===== src/rtl/clkroot_pkg.sv =====
package clkroot_pkg;
  // word indices (byte offset >> 2)
  localparam int unsigned WORD_CMD = 0;
  localparam int unsigned WORD_CFG = 1;
  localparam int unsigned WORD_M   = 2;
  localparam int unsigned WORD_N   = 3;
  localparam int unsigned WORD_D   = 4;

  // command word fields
  localparam int unsigned CMD_UPD_BIT    = 0;
  localparam int unsigned CMD_ROOTEN_BIT = 1;
  localparam int unsigned CMD_DIRTY_LSB  = 4;
  localparam int unsigned CMD_OFF_BIT    = 31;

  // configuration word fields
  localparam int unsigned SRC_W        = 3;
  localparam int unsigned MODE_W       = 2;
  localparam int unsigned CFG_SRC_LSB  = 8;
  localparam int unsigned CFG_MODE_LSB = 12;

  // dirty vector positions (command bits CMD_DIRTY_LSB + idx)
  localparam int unsigned DIRTY_CFG = 0;
  localparam int unsigned DIRTY_N   = 1;
  localparam int unsigned DIRTY_M   = 2;
  localparam int unsigned DIRTY_D   = 3;
  localparam int unsigned DIRTY_W   = 4;

  localparam int unsigned DATA_W = 32;
endpackage


===== src/rtl/clkroot_shadow_regs.sv =====
module clkroot_shadow_regs
  import clkroot_pkg::*;
#(
  parameter int unsigned ADDR_W = 5,
  parameter int unsigned PDIV_W = 5,
  parameter int unsigned MND_W  = 8
) (
  input  logic                clk,
  input  logic                rst_n,
  input  logic                bus_we,
  input  logic [ADDR_W-1:0]   bus_addr,
  input  logic [DATA_W-1:0]   bus_wdata,
  output logic [DATA_W-1:0]   bus_rdata,
  input  logic                commit,
  input  logic                root_off,
  output logic [PDIV_W-1:0]   sh_prediv,
  output logic [SRC_W-1:0]    sh_src,
  output logic [MODE_W-1:0]   sh_mode,
  output logic [MND_W-1:0]    sh_m,
  output logic [MND_W-1:0]    sh_n,
  output logic [MND_W-1:0]    sh_d,
  output logic                sh_root_en,
  output logic                upd_pend
);
  localparam int unsigned IDX_W = ADDR_W - 2;

  logic [IDX_W-1:0]   word_idx;
  logic               aligned;
  logic               hit_cmd, hit_cfg, hit_m, hit_n, hit_d;
  logic               wr_cmd, wr_cfg, wr_m, wr_n, wr_d;

  logic [PDIV_W-1:0]  prediv_q;
  logic [SRC_W-1:0]   src_q;
  logic [MODE_W-1:0]  mode_q;
  logic [MND_W-1:0]   m_q, n_q, d_q;
  logic               root_en_q;
  logic               pend_q, pend_d;
  logic [DIRTY_W-1:0] dirty_q, dirty_d;

  // address decode
  assign word_idx = bus_addr[ADDR_W-1:2];
  assign aligned  = (bus_addr[1:0] == 2'b00);
  assign hit_cmd  = aligned && (word_idx == IDX_W'(WORD_CMD));
  assign hit_cfg  = aligned && (word_idx == IDX_W'(WORD_CFG));
  assign hit_m    = aligned && (word_idx == IDX_W'(WORD_M));
  assign hit_n    = aligned && (word_idx == IDX_W'(WORD_N));
  assign hit_d    = aligned && (word_idx == IDX_W'(WORD_D));

  assign wr_cmd = bus_we && hit_cmd;
  assign wr_cfg = bus_we && hit_cfg;
  assign wr_m   = bus_we && hit_m;
  assign wr_n   = bus_we && hit_n;
  assign wr_d   = bus_we && hit_d;

  // next state: a write in the commit cycle wins over the clear
  always_comb begin
    dirty_d = commit ? '0 : dirty_q;
    if (wr_cfg) dirty_d[DIRTY_CFG] = 1'b1;
    if (wr_n)   dirty_d[DIRTY_N]   = 1'b1;
    if (wr_m)   dirty_d[DIRTY_M]   = 1'b1;
    if (wr_d)   dirty_d[DIRTY_D]   = 1'b1;
    pend_d = (pend_q && !commit) || (wr_cmd && bus_wdata[CMD_UPD_BIT]);
  end

  // status registers
  always_ff @(posedge clk or negedge rst_n) begin
    if (!rst_n) begin
      pend_q  <= 1'b0;
      dirty_q <= '0;
    end else begin
      pend_q  <= pend_d;
      dirty_q <= dirty_d;
    end
  end

  // shadow storage, each with its own write enable
  always_ff @(posedge clk or negedge rst_n) begin
    if (!rst_n) begin
      root_en_q <= 1'b0;
      prediv_q  <= '0;
      src_q     <= '0;
      mode_q    <= '0;
      m_q       <= '0;
      n_q       <= '0;
      d_q       <= '0;
    end else begin
      if (wr_cmd) root_en_q <= bus_wdata[CMD_ROOTEN_BIT];
      if (wr_cfg) begin
        prediv_q <= bus_wdata[PDIV_W-1:0];
        src_q    <= bus_wdata[CFG_SRC_LSB +: SRC_W];
        mode_q   <= bus_wdata[CFG_MODE_LSB +: MODE_W];
      end
      if (wr_m) m_q <= bus_wdata[MND_W-1:0];
      if (wr_n) n_q <= bus_wdata[MND_W-1:0];
      if (wr_d) d_q <= bus_wdata[MND_W-1:0];
    end
  end

  // readback
  always_comb begin
    bus_rdata = '0;
    if (hit_cmd) begin
      bus_rdata[CMD_UPD_BIT]              = pend_q;
      bus_rdata[CMD_ROOTEN_BIT]           = root_en_q;
      bus_rdata[CMD_DIRTY_LSB +: DIRTY_W] = dirty_q;
      bus_rdata[CMD_OFF_BIT]              = root_off;
    end else if (hit_cfg) begin
      bus_rdata[PDIV_W-1:0]              = prediv_q;
      bus_rdata[CFG_SRC_LSB +: SRC_W]    = src_q;
      bus_rdata[CFG_MODE_LSB +: MODE_W]  = mode_q;
    end else if (hit_m) begin
      bus_rdata[MND_W-1:0] = m_q;
    end else if (hit_n) begin
      bus_rdata[MND_W-1:0] = n_q;
    end else if (hit_d) begin
      bus_rdata[MND_W-1:0] = d_q;
    end
  end

  assign sh_prediv  = prediv_q;
  assign sh_src     = src_q;
  assign sh_mode    = mode_q;
  assign sh_m       = m_q;
  assign sh_n       = n_q;
  assign sh_d       = d_q;
  assign sh_root_en = root_en_q;
  assign upd_pend   = pend_q;
endmodule


===== src/rtl/clkroot_commit.sv =====
module clkroot_commit
  import clkroot_pkg::*;
#(
  parameter int unsigned PDIV_W = 5,
  parameter int unsigned MND_W  = 8
) (
  input  logic              clk,
  input  logic              rst_n,
  input  logic              root_clk_low,
  input  logic              upd_pend,
  input  logic [PDIV_W-1:0] sh_prediv,
  input  logic [SRC_W-1:0]  sh_src,
  input  logic [MODE_W-1:0] sh_mode,
  input  logic [MND_W-1:0]  sh_m,
  input  logic [MND_W-1:0]  sh_n,
  input  logic [MND_W-1:0]  sh_d,
  input  logic              sh_root_en,
  output logic              commit,
  output logic [PDIV_W-1:0] act_prediv,
  output logic [SRC_W-1:0]  act_src,
  output logic [MODE_W-1:0] act_mode,
  output logic [MND_W-1:0]  act_m,
  output logic [MND_W-1:0]  act_n,
  output logic [MND_W-1:0]  act_d,
  output logic              root_gate_en
);
  logic gate_q, gate_d;

  // hand-off happens only while the generated clock is low
  assign commit = upd_pend && root_clk_low;

  always_comb begin
    gate_d = root_clk_low ? sh_root_en : gate_q;
  end

  always_ff @(posedge clk or negedge rst_n) begin
    if (!rst_n) gate_q <= 1'b0;
    else        gate_q <= gate_d;
  end

  always_ff @(posedge clk or negedge rst_n) begin
    if (!rst_n) begin
      act_prediv <= '0;
      act_src    <= '0;
      act_mode   <= '0;
      act_m      <= '0;
      act_n      <= '0;
      act_d      <= '0;
    end else if (commit) begin
      act_prediv <= sh_prediv;
      act_src    <= sh_src;
      act_mode   <= sh_mode;
      act_m      <= sh_m;
      act_n      <= sh_n;
      act_d      <= sh_d;
    end
  end

  assign root_gate_en = gate_q;
endmodule


===== src/rtl/clkroot_src_sel.sv =====
module clkroot_src_sel
  import clkroot_pkg::*;
#(
  parameter int unsigned NUM_SRC = 6
) (
  input  logic               clk,
  input  logic               rst_n,
  input  logic [SRC_W-1:0]   act_src,
  output logic [NUM_SRC-1:0] sel_oh
);
  localparam logic [NUM_SRC-1:0] RESET_SEL = NUM_SRC'(1);

  logic [NUM_SRC-1:0] target;
  logic [NUM_SRC-1:0] sel_q, sel_d;

  // decode; codes at or above NUM_SRC leave every line low
  for (genvar g = 0; g < NUM_SRC; g++) begin : g_dec
    assign target[g] = (act_src == SRC_W'(g));
  end

  // break before make: drop the old line, then raise the new one
  always_comb begin
    sel_d = sel_q;
    if (sel_q != target) begin
      if (|sel_q) sel_d = '0;
      else        sel_d = target;
    end
  end

  always_ff @(posedge clk or negedge rst_n) begin
    if (!rst_n) sel_q <= RESET_SEL;
    else        sel_q <= sel_d;
  end

  assign sel_oh = sel_q;
endmodule


===== src/rtl/clkroot_cfg_commit.sv =====
module clkroot_cfg_commit
  import clkroot_pkg::*;
#(
  parameter int unsigned ADDR_W  = 5,
  parameter int unsigned PDIV_W  = 5,
  parameter int unsigned MND_W   = 8,
  parameter int unsigned NUM_SRC = 6
) (
  input  logic               clk,
  input  logic               rst_n,
  input  logic               root_clk_low,
  input  logic               bus_we,
  input  logic [ADDR_W-1:0]  bus_addr,
  input  logic [31:0]        bus_wdata,
  output logic [31:0]        bus_rdata,
  output logic               root_gate_en,
  output logic               root_off,
  output logic [PDIV_W-1:0]  act_prediv,
  output logic [2:0]         act_src,
  output logic [1:0]         act_mode,
  output logic [MND_W-1:0]   act_m,
  output logic [MND_W-1:0]   act_n,
  output logic [MND_W-1:0]   act_d,
  output logic [NUM_SRC-1:0] src_sel_oh
);
  logic              commit;
  logic              upd_pend;
  logic              sh_root_en;
  logic [PDIV_W-1:0] sh_prediv;
  logic [SRC_W-1:0]  sh_src;
  logic [MODE_W-1:0] sh_mode;
  logic [MND_W-1:0]  sh_m, sh_n, sh_d;

  assign root_off = !root_gate_en;

  clkroot_shadow_regs #(
    .ADDR_W(ADDR_W), .PDIV_W(PDIV_W), .MND_W(MND_W)
  ) i_shadow (
    .clk(clk), .rst_n(rst_n),
    .bus_we(bus_we), .bus_addr(bus_addr), .bus_wdata(bus_wdata),
    .bus_rdata(bus_rdata),
    .commit(commit), .root_off(root_off),
    .sh_prediv(sh_prediv), .sh_src(sh_src), .sh_mode(sh_mode),
    .sh_m(sh_m), .sh_n(sh_n), .sh_d(sh_d),
    .sh_root_en(sh_root_en), .upd_pend(upd_pend)
  );

  clkroot_commit #(
    .PDIV_W(PDIV_W), .MND_W(MND_W)
  ) i_commit (
    .clk(clk), .rst_n(rst_n), .root_clk_low(root_clk_low),
    .upd_pend(upd_pend),
    .sh_prediv(sh_prediv), .sh_src(sh_src), .sh_mode(sh_mode),
    .sh_m(sh_m), .sh_n(sh_n), .sh_d(sh_d), .sh_root_en(sh_root_en),
    .commit(commit),
    .act_prediv(act_prediv), .act_src(act_src), .act_mode(act_mode),
    .act_m(act_m), .act_n(act_n), .act_d(act_d),
    .root_gate_en(root_gate_en)
  );

  clkroot_src_sel #(
    .NUM_SRC(NUM_SRC)
  ) i_src_sel (
    .clk(clk), .rst_n(rst_n), .act_src(act_src), .sel_oh(src_sel_oh)
  );
endmodule


===== config.mk =====
export PLATFORM = sky130hd
export DESIGN_NAME = clkroot_cfg_commit
export DESIGN_NICKNAME = d
export VERILOG_FILES = /design/src/rtl/clkroot_pkg.sv /design/src/rtl/clkroot_shadow_regs.sv /design/src/rtl/clkroot_commit.sv /design/src/rtl/clkroot_src_sel.sv /design/src/rtl/clkroot_cfg_commit.sv
export SDC_FILE = /design/constraint.sdc
export NUM_CORES = 1
export LEC_CHECK = 0
export ABC_CLOCK_PERIOD_IN_PS = 4100
export BUFFER_PORTS_ARGS = -buffer_cell sky130_fd_sc_hd__buf_4
export CAP_MARGIN = 30
export CORE_MARGIN = 2
export CORE_UTILIZATION = 55
export CTS_BUF_LIST = sky130_fd_sc_hd__clkbuf_4 sky130_fd_sc_hd__clkbuf_8 sky130_fd_sc_hd__clkbuf_16
export DETAILED_ROUTE_END_ITERATION = 7
export PLACE_DENSITY = 0.92
export SLEW_MARGIN = 20
export SYNTH_ARGS = -nofsm -noshare
export SYNTH_HDL_FRONTEND = slang
export SYNTH_SLANG_ARGS = --single-unit

===== constraint.sdc =====
create_clock -name clk -period 4.1 [get_ports clk]
set_clock_uncertainty 0.1 [all_clocks]
set_input_delay 0.615 -clock clk [delete_from_list [all_inputs] [get_ports clk]]
set_output_delay 0.615 -clock clk [all_outputs]
set_load 0.005 [all_outputs]

==> results of run 1 <==
metrics by stage:
stage          std cells  power [µW]  cell area [µm²]
2_1_floorplan        308        1240             3780
3_3_place_gp         431        1370             4260
4_1_cts              447        2000             4480
6_report             447        1990             4480
3_5_place_dp         431        1400             4260
5_1_grt              447        2090             4480
registers in the layout, summed over array words and instances (netlist names), 3 cells and up:
signal and flops:
i_commit.act_d 8, i_commit.act_m 8, i_commit.act_n 8, i_shadow.sh_d 8, i_shadow.sh_m 8, i_shadow.sh_n 8
i_src_sel.sel_oh 6, i_commit.act_prediv 5, i_shadow.sh_prediv 5, i_shadow.dirty_q 4, i_commit.act_src 3, i_shadow.sh_src 3
synthesized netlist by cell type, types with 3 or more instances:
cell      number  area [µm²]
mux2_2        61         687
dfrtp_1       80        2000
clkbuf_1       7        26.3
a32o_1         5        50.1
and2_1         6        37.5
nor2b_1        8        50.1
a221o_1        3        30.0
nor3b_1        3        22.5
nand2_1       20        75.1
buf_4         18         135
buf_2          4        20.0
a21oi_1        7        35.0
nor2_1        12        45.0
inv_1          3        11.3
o21ai_0        5        25.0
mux2i_1       10         100
mux2_4         8         120
power by group:
part           switching, µW  total, µW  internal (µW)
clock                    288        605            318
sequential              97.6       1020            923
combinational            153        362            209
total                    538       1990           1450
routing by layer:
metal  global-route usage, %  wire [µm]
met3                    4.67        574
met1                    29.6       3220
met2                    35.9       3940
met4                    7.67         76
met5                       0          0
worst reg2reg max path, stage by stage (launching register included):
cell and delay [ns]:
dfrtp_1 0.41, nand2_1 0.67, buf_4 0.41, mux2_2 0.37
final cells by class:
class	count	area [µm²]	area share [%]
Clock buffer	11	151	3.38
Clock inverter	5	62.6	1.40
Inverter	3	11.3	0.251
Multi-Input combinational cell	192	1540	34.4
Sequential cell	81	2030	45.3
Tap cell	77	96.3	2.15
Timing Repair Buffer	78	589	13.2
kinds of logic after synthesis:
kind of cell              share of synthesized area (%)
AOI/OAI and AO/OA                                  6.23
and+or+nand+nor                                    8.75
other                                             0.101
DFF                                                54.6
xor gates and xnor gates                          0.236
muxes                                              24.4
buffers and inverters                              5.69
final timing paths:
kind	cells past startpoint	to	start	slack, ns
setup / recovery	6	bus_rdata[0]	bus_addr[1]	1.08
hold / removal	1	i_commit.act_m[3]	rst_n	0.20
setup reg to reg	3	i_commit.act_d[0]	i_shadow.upd_pend	2.02
hold reg to reg	2	i_shadow.dirty_q[3]	i_shadow.dirty_q[3]	0.39
max in group asynchronous	1	i_commit.act_mode[1]	rst_n	3.23
min in group clk	2	i_commit.root_gate_en	root_clk_low	0.39
layout by cell type, fill, tap and decap left out, types with 3 or more instances in the layout:
cell type   n
a21oi_1     7
a221o_1     3
a32o_1      5
and2_1      6
buf_4      77
clkbuf_8   11
conb_1     18
dfrtp_1    80
inv_1       3
mux2_2     61
mux2_4      8
mux2i_1    10
nand2_1    20
nor2_1     12
nor2b_1     8
nor3b_1     3
o21ai_0     5
==> results.md, run 1 <==
- H-tree depth: 3
- Via-per-instance ratio: 5.71
- CP max stage cell: nor2b_1
- Synth Register Bits: 81
- Fin crit period: 3.02 ns
- Slew @ Worst Pin: 0.901 ns
- Via count: 2551
- Sequential-to-total area share from yosys stat: 54.6%
- Slew HR: 39.8%
- GRT Util Overall: 22.0%
- Primary FF master, synth: dfrtp_1
- Hold_buf cts: 0
- Power per cell area: 444 mW/mm²
- Crit path DAT: 2.31 ns
- Largest net degree at the start of global routing: 82
- Worst setup SP type: input port
- Synth warnings: 0
- Initial Util: 57.5%
- Peak Freq: 331 MHz
- Fin crit share: 73.7%
- Distinct cell type count after synthesis: 41
- Max-cap violations: 0
- Hold Vio Cnt, Final: 0
- Root Buffer: clkbuf_8
- I/O Buffers: 77
- P_leak: 0.00231 µW
- Pre-Repair DR Iteration Count: 4
- Final worst setup slack: 1.08 ns
- Final net count: 406
- Slowest Stage Delay on Critical Path: 0.56 ns
- Fill count: 443
- Post-CTS Setup Bufs: 0
- Post-cts sizing count: 0
- Hold_ws: 0.197 ns
- Hpwl dp: 5360 µm
- Iteration-0 DRC Markers: 150
- Crit Path Class: in2out
- Cell mode on critical path: buf_4
- Dpl ws: 1.13 ns
- Worst path buffer plus inverter count: 2
- Post-route antenna net violation count: 0
- Top delay family on crit path: simple AND/OR/NAND/NOR gates
- Syn avg cell area: 12.8 µm²
- CP Data Required Time: 3.38 ns
- Initial antenna violation count: 0
- Outcome: finished clean
- Clk slew on worst S/H paths: 0.08 ns
- Setup_tns: 0 ns
- Hold WC Path Type: in2async
- Fin. max-slew vios: 0
- I/O pin cnt: 115
- Remaining Overflow, GRT: 0
- Ant diodes: 0
- Routed wire per std cell: 17.5 µm
- Worst skew pair latency: 0.34 ns
- Mapped Cells: 291
- Die height: 86.2 µm
- Synthesized cell area: 0.00372 mm²
- DIE AREA: 0.00743 mm²
- Final-report setup violation count: 0
- Post-synth EDFFs: 0
- RSZ-0062 raised after global routing: false
- Async set or reset register ratio after synthesis: 100%
- Clock tree buffer depth: 2
- Core ar.: 0.00646 mm²
- Cell Chain, Critical Path: buf_4 > or3_1 > nor2b_1 > a211oi_1 > a21oi_1 > buf_4
- Area grow syn2layout: 20.5%
- Layout cell share with drive strength beyond 1: 44.6%
- Fin util: 69.4%
- Number of clock sinks: 81
- Die Wd: 86.2 µm
- Number of global-route vias before repair: 2505
- Routed wire length: 7800 µm
- First-pass GRT wire length: 12700 µm
- Routability cong.: 0.772
- # DRC: 0
- Rows: 29
- Crit-path max FO: 7
- CTS buffer count: 9
- Worst VDD drop: 0.279 mV
- Crit. End Element: output port
- CTS tree: done
No activity file was read; power rests on OpenSTA's default activity.
==> inputs of run 2 (changes only) <==
--- a/config.mk
+++ b/config.mk
@@ -5,14 +5,15 @@
 export SDC_FILE = /design/constraint.sdc
 export NUM_CORES = 1
 export LEC_CHECK = 0
-export ABC_CLOCK_PERIOD_IN_PS = 4100
+export ABC_AREA = 1
+export ABC_CLOCK_PERIOD_IN_PS = 2700
 export BUFFER_PORTS_ARGS = -buffer_cell sky130_fd_sc_hd__buf_4
 export CAP_MARGIN = 30
 export CORE_MARGIN = 2
-export CORE_UTILIZATION = 55
+export CORE_UTILIZATION = 47
 export CTS_BUF_LIST = sky130_fd_sc_hd__clkbuf_4 sky130_fd_sc_hd__clkbuf_8 sky130_fd_sc_hd__clkbuf_16
 export DETAILED_ROUTE_END_ITERATION = 7
-export PLACE_DENSITY = 0.92
+export PLACE_DENSITY = 0.83
 export SLEW_MARGIN = 20
 export SYNTH_ARGS = -nofsm -noshare
 export SYNTH_HDL_FRONTEND = slang
==> constraint.sdc (replaced) <==
create_clock -name clk -period 2.7 [get_ports clk]
set_clock_uncertainty 0.1 [all_clocks]
set_input_delay 0.405 -clock clk [delete_from_list [all_inputs] [get_ports clk]]
set_output_delay 0.405 -clock clk [all_outputs]
set_load 0.005 [all_outputs]
==> run 2 against run 1 <==
Count of clock-buffer cells in the layout is the same. Total power grew 88%. Flip-flop and latch count unchanged. Sequential power rose by 58%. Sequential share of layout area is 3.1 points lower. Hold slack got worse by 0.043 ns. Die area up 24%. Largest power group unchanged.
==> results.md, run 2 <==
- Outcome: finished clean
- H-tree depth: 3
- Reg area: 0.00203 mm²
- Synth area leader: dfrtp_1
- First-pass GRT wire length: 14600 µm
- Crit-path max FO: 7
- Synth Register Bits: 81
- Largest cells by area after synthesis: dfrtp_1 50%, nand2_1 14%, inv_1 5.0%
- Mapped Cells: 469
- Final instance area: 0.00481 mm²
- R2r startpoint: i_commit.act_src[1]
- Iteration-0 DRC Markers: 210
- Clock tree buffer depth: 2
- CTS buffer count: 9
- Distinct cell type count after synthesis: 29
- Core ar.: 0.00822 mm²
- RSZ-0062 raised after global routing: false
- I/O Buffers: 77
- CTS tree: done
- Commonest cells in the netlist: 151 x nand2_1, 80 x dfrtp_1, 53 x inv_1
- Worst setup SP type: input port
- Hold Vio Cnt, Final: 0
- Hold WC Path Type: in2reg
- Slew @ Worst Pin: 0.699 ns
- Routed wire per std cell: 13.8 µm
- Fill count: 758
- Sequential-to-total area share from yosys stat: 51.1%
- P_leak: 0.00258 µW
- Routability cong.: 0.842
- CP Data Required Time: 2.19 ns
- Slew HR: 53.0%
- Placed Area: 0.00452 mm²
- Routed wire length: 9020 µm
- Worst setup startpoint: bus_addr[1]
- Share of the synthesized area in the top cell type: 50.4%
- Number of global-route vias before repair: 3096
- Crit Path Class: in2out
- Die Wd: 95.9 µm
- Power per cell area: 779 mW/mm²
- Setup_tns: 0 ns
- Fin. max-slew vios: 0
- Reg2reg setup slack: 0.98 ns
- Crit path DAT: 1.66 ns
- Root Buffer: clkbuf_8
- DIE AREA: 0.00919 mm²
- Primary FF master, synth: dfrtp_1
- Worst r2r dst: i_src_sel.sel_oh[1]
- GRT Util Overall: 21.1%
- Layout cell share with drive strength beyond 1: 25.5%
- Final-report setup violation count: 0
- Count leader, synth: nand2_1
- Remaining Overflow, GRT: 0
- Final net count: 584
- Ant diodes: 0
- Post-cts sizing count: 0
- Multi-input gate area: 0.00153 mm²
- Pre-Repair DR Iteration Count: 4
- Critical Path Sink: bus_rdata[6]
- Number of clock sinks: 81
- Most frequent cells in the layout: 151 x nand2_1, 80 x dfrtp_1, 78 x buf_4
- # DRC: 0
- Fin crit share: 80.0%
- Die height: 95.9 µm
- Initial antenna violation count: 0
- Clk slew on worst S/H paths: 0.08 ns
- Largest net degree at the start of global routing: 82
- Fin crit period: 2.16 ns
- Hpwl dp: 6490 µm
- Area grow syn2layout: 21.1%
- Most common cell after layout, fill and taps aside: nand2_1
- Synthesized cell area: 0.00397 mm²
- Max-cap violations: 0
- Post-synth EDFFs: 0
- Peak Freq: 463 MHz
- Rows: 33
- Hold_ws: 0.154 ns
- I/O pin cnt: 115
- Worst skew pair latency: 0.36 ns
- R2R depth: 9
- Via-per-instance ratio: 4.95
- Async set or reset register ratio after synthesis: 100%
- Worst VDD drop: 0.302 mV
- Via count: 3234
- Crit. End Element: output port
- Initial Util: 48.3%
- Syn avg cell area: 8.46 µm²
- Synth warnings: 0
- Post-route antenna net violation count: 0
-- run 2: cell families after synthesis --
| kind of cell | after synthesis | synth area share (%) |
|---|---|---|
| simple gates | 222 | 26.0 |
| compound gates | 72 | 10.9 |
| other cells | 1 | 0.0945 |
| buf+inv | 93 | 11.9 |
| flops | 81 | 51.1 |
-- run 2: cell type report --
cell class	instances	share of cell area (%)
Inverter	59	4.61
Timing Repair Buffer	80	12.8
Multi-Input combinational cell	312	31.9
Tap cell	105	2.73
Sequential cell	81	42.2
Clock buffer	11	3.15
Clock inverter	5	2.60
-- run 2: routing by layer --
layer  global-route usage (%)  vias up  share of wire (%)  routed length, µm
met5                        0        -                  0                  0
met4                     7.50        0                1.6                146
met3                     5.32       15                6.7                608
met2                     34.1      106                 47               4230
met1                     27.5     1522                 45               4040
li1                         -     1591                  -                  -
-- run 2: how the worst min path moves through the flow --
stage	slack (ns)	depth (start not counted)	endpoint	from
2_1_floorplan	0.009	0	i_commit.act_d[0]	rst_n
5_1_grt	0.15	2	i_shadow.upd_pend	root_clk_low
3_3_place_gp	0.36	2	i_commit.act_prediv[0]	rst_n
4_1_cts	0.15	2	i_shadow.upd_pend	root_clk_low
6_report	0.15	2	i_shadow.upd_pend	root_clk_low
3_5_place_dp	0.37	2	i_commit.act_prediv[0]	rst_n
-- run 2: report_power, final --
group	total (µW)	switching, µW	internal [µW]
registers	1610	188	1420
logic	935	548	387
clock network	1200	442	757
-- run 2: timing repair --
action / CTS / global route
endpoints found under the hold margin: 80 / 0
hold buffers: 1 / 0
setup buffers: 0 / 0
-- run 2: stage by stage --
step | instances | util [%] | setup slack, ns | total power (µW)
after floorplan | 486 | - | 1.04 | 2240
after global placement | 636 | 55.0 | 0.576 | 2520
after detailed placement | 636 | 55.0 | 0.567 | 2560
after CTS | 653 | 58.5 | 0.558 | 3760
after global routing | 653 | 58.5 | 0.450 | 3980
final | 653 | 58.5 | 0.539 | 3740
-- run 2: worst max-delay path, stage by stage --
cell       delay [ns]
buf_4            0.12
nor2_4           0.18
nand3_2          0.14
nor2_1           0.42
nand2_1          0.10
o2111ai_1        0.15
buf_4            0.15
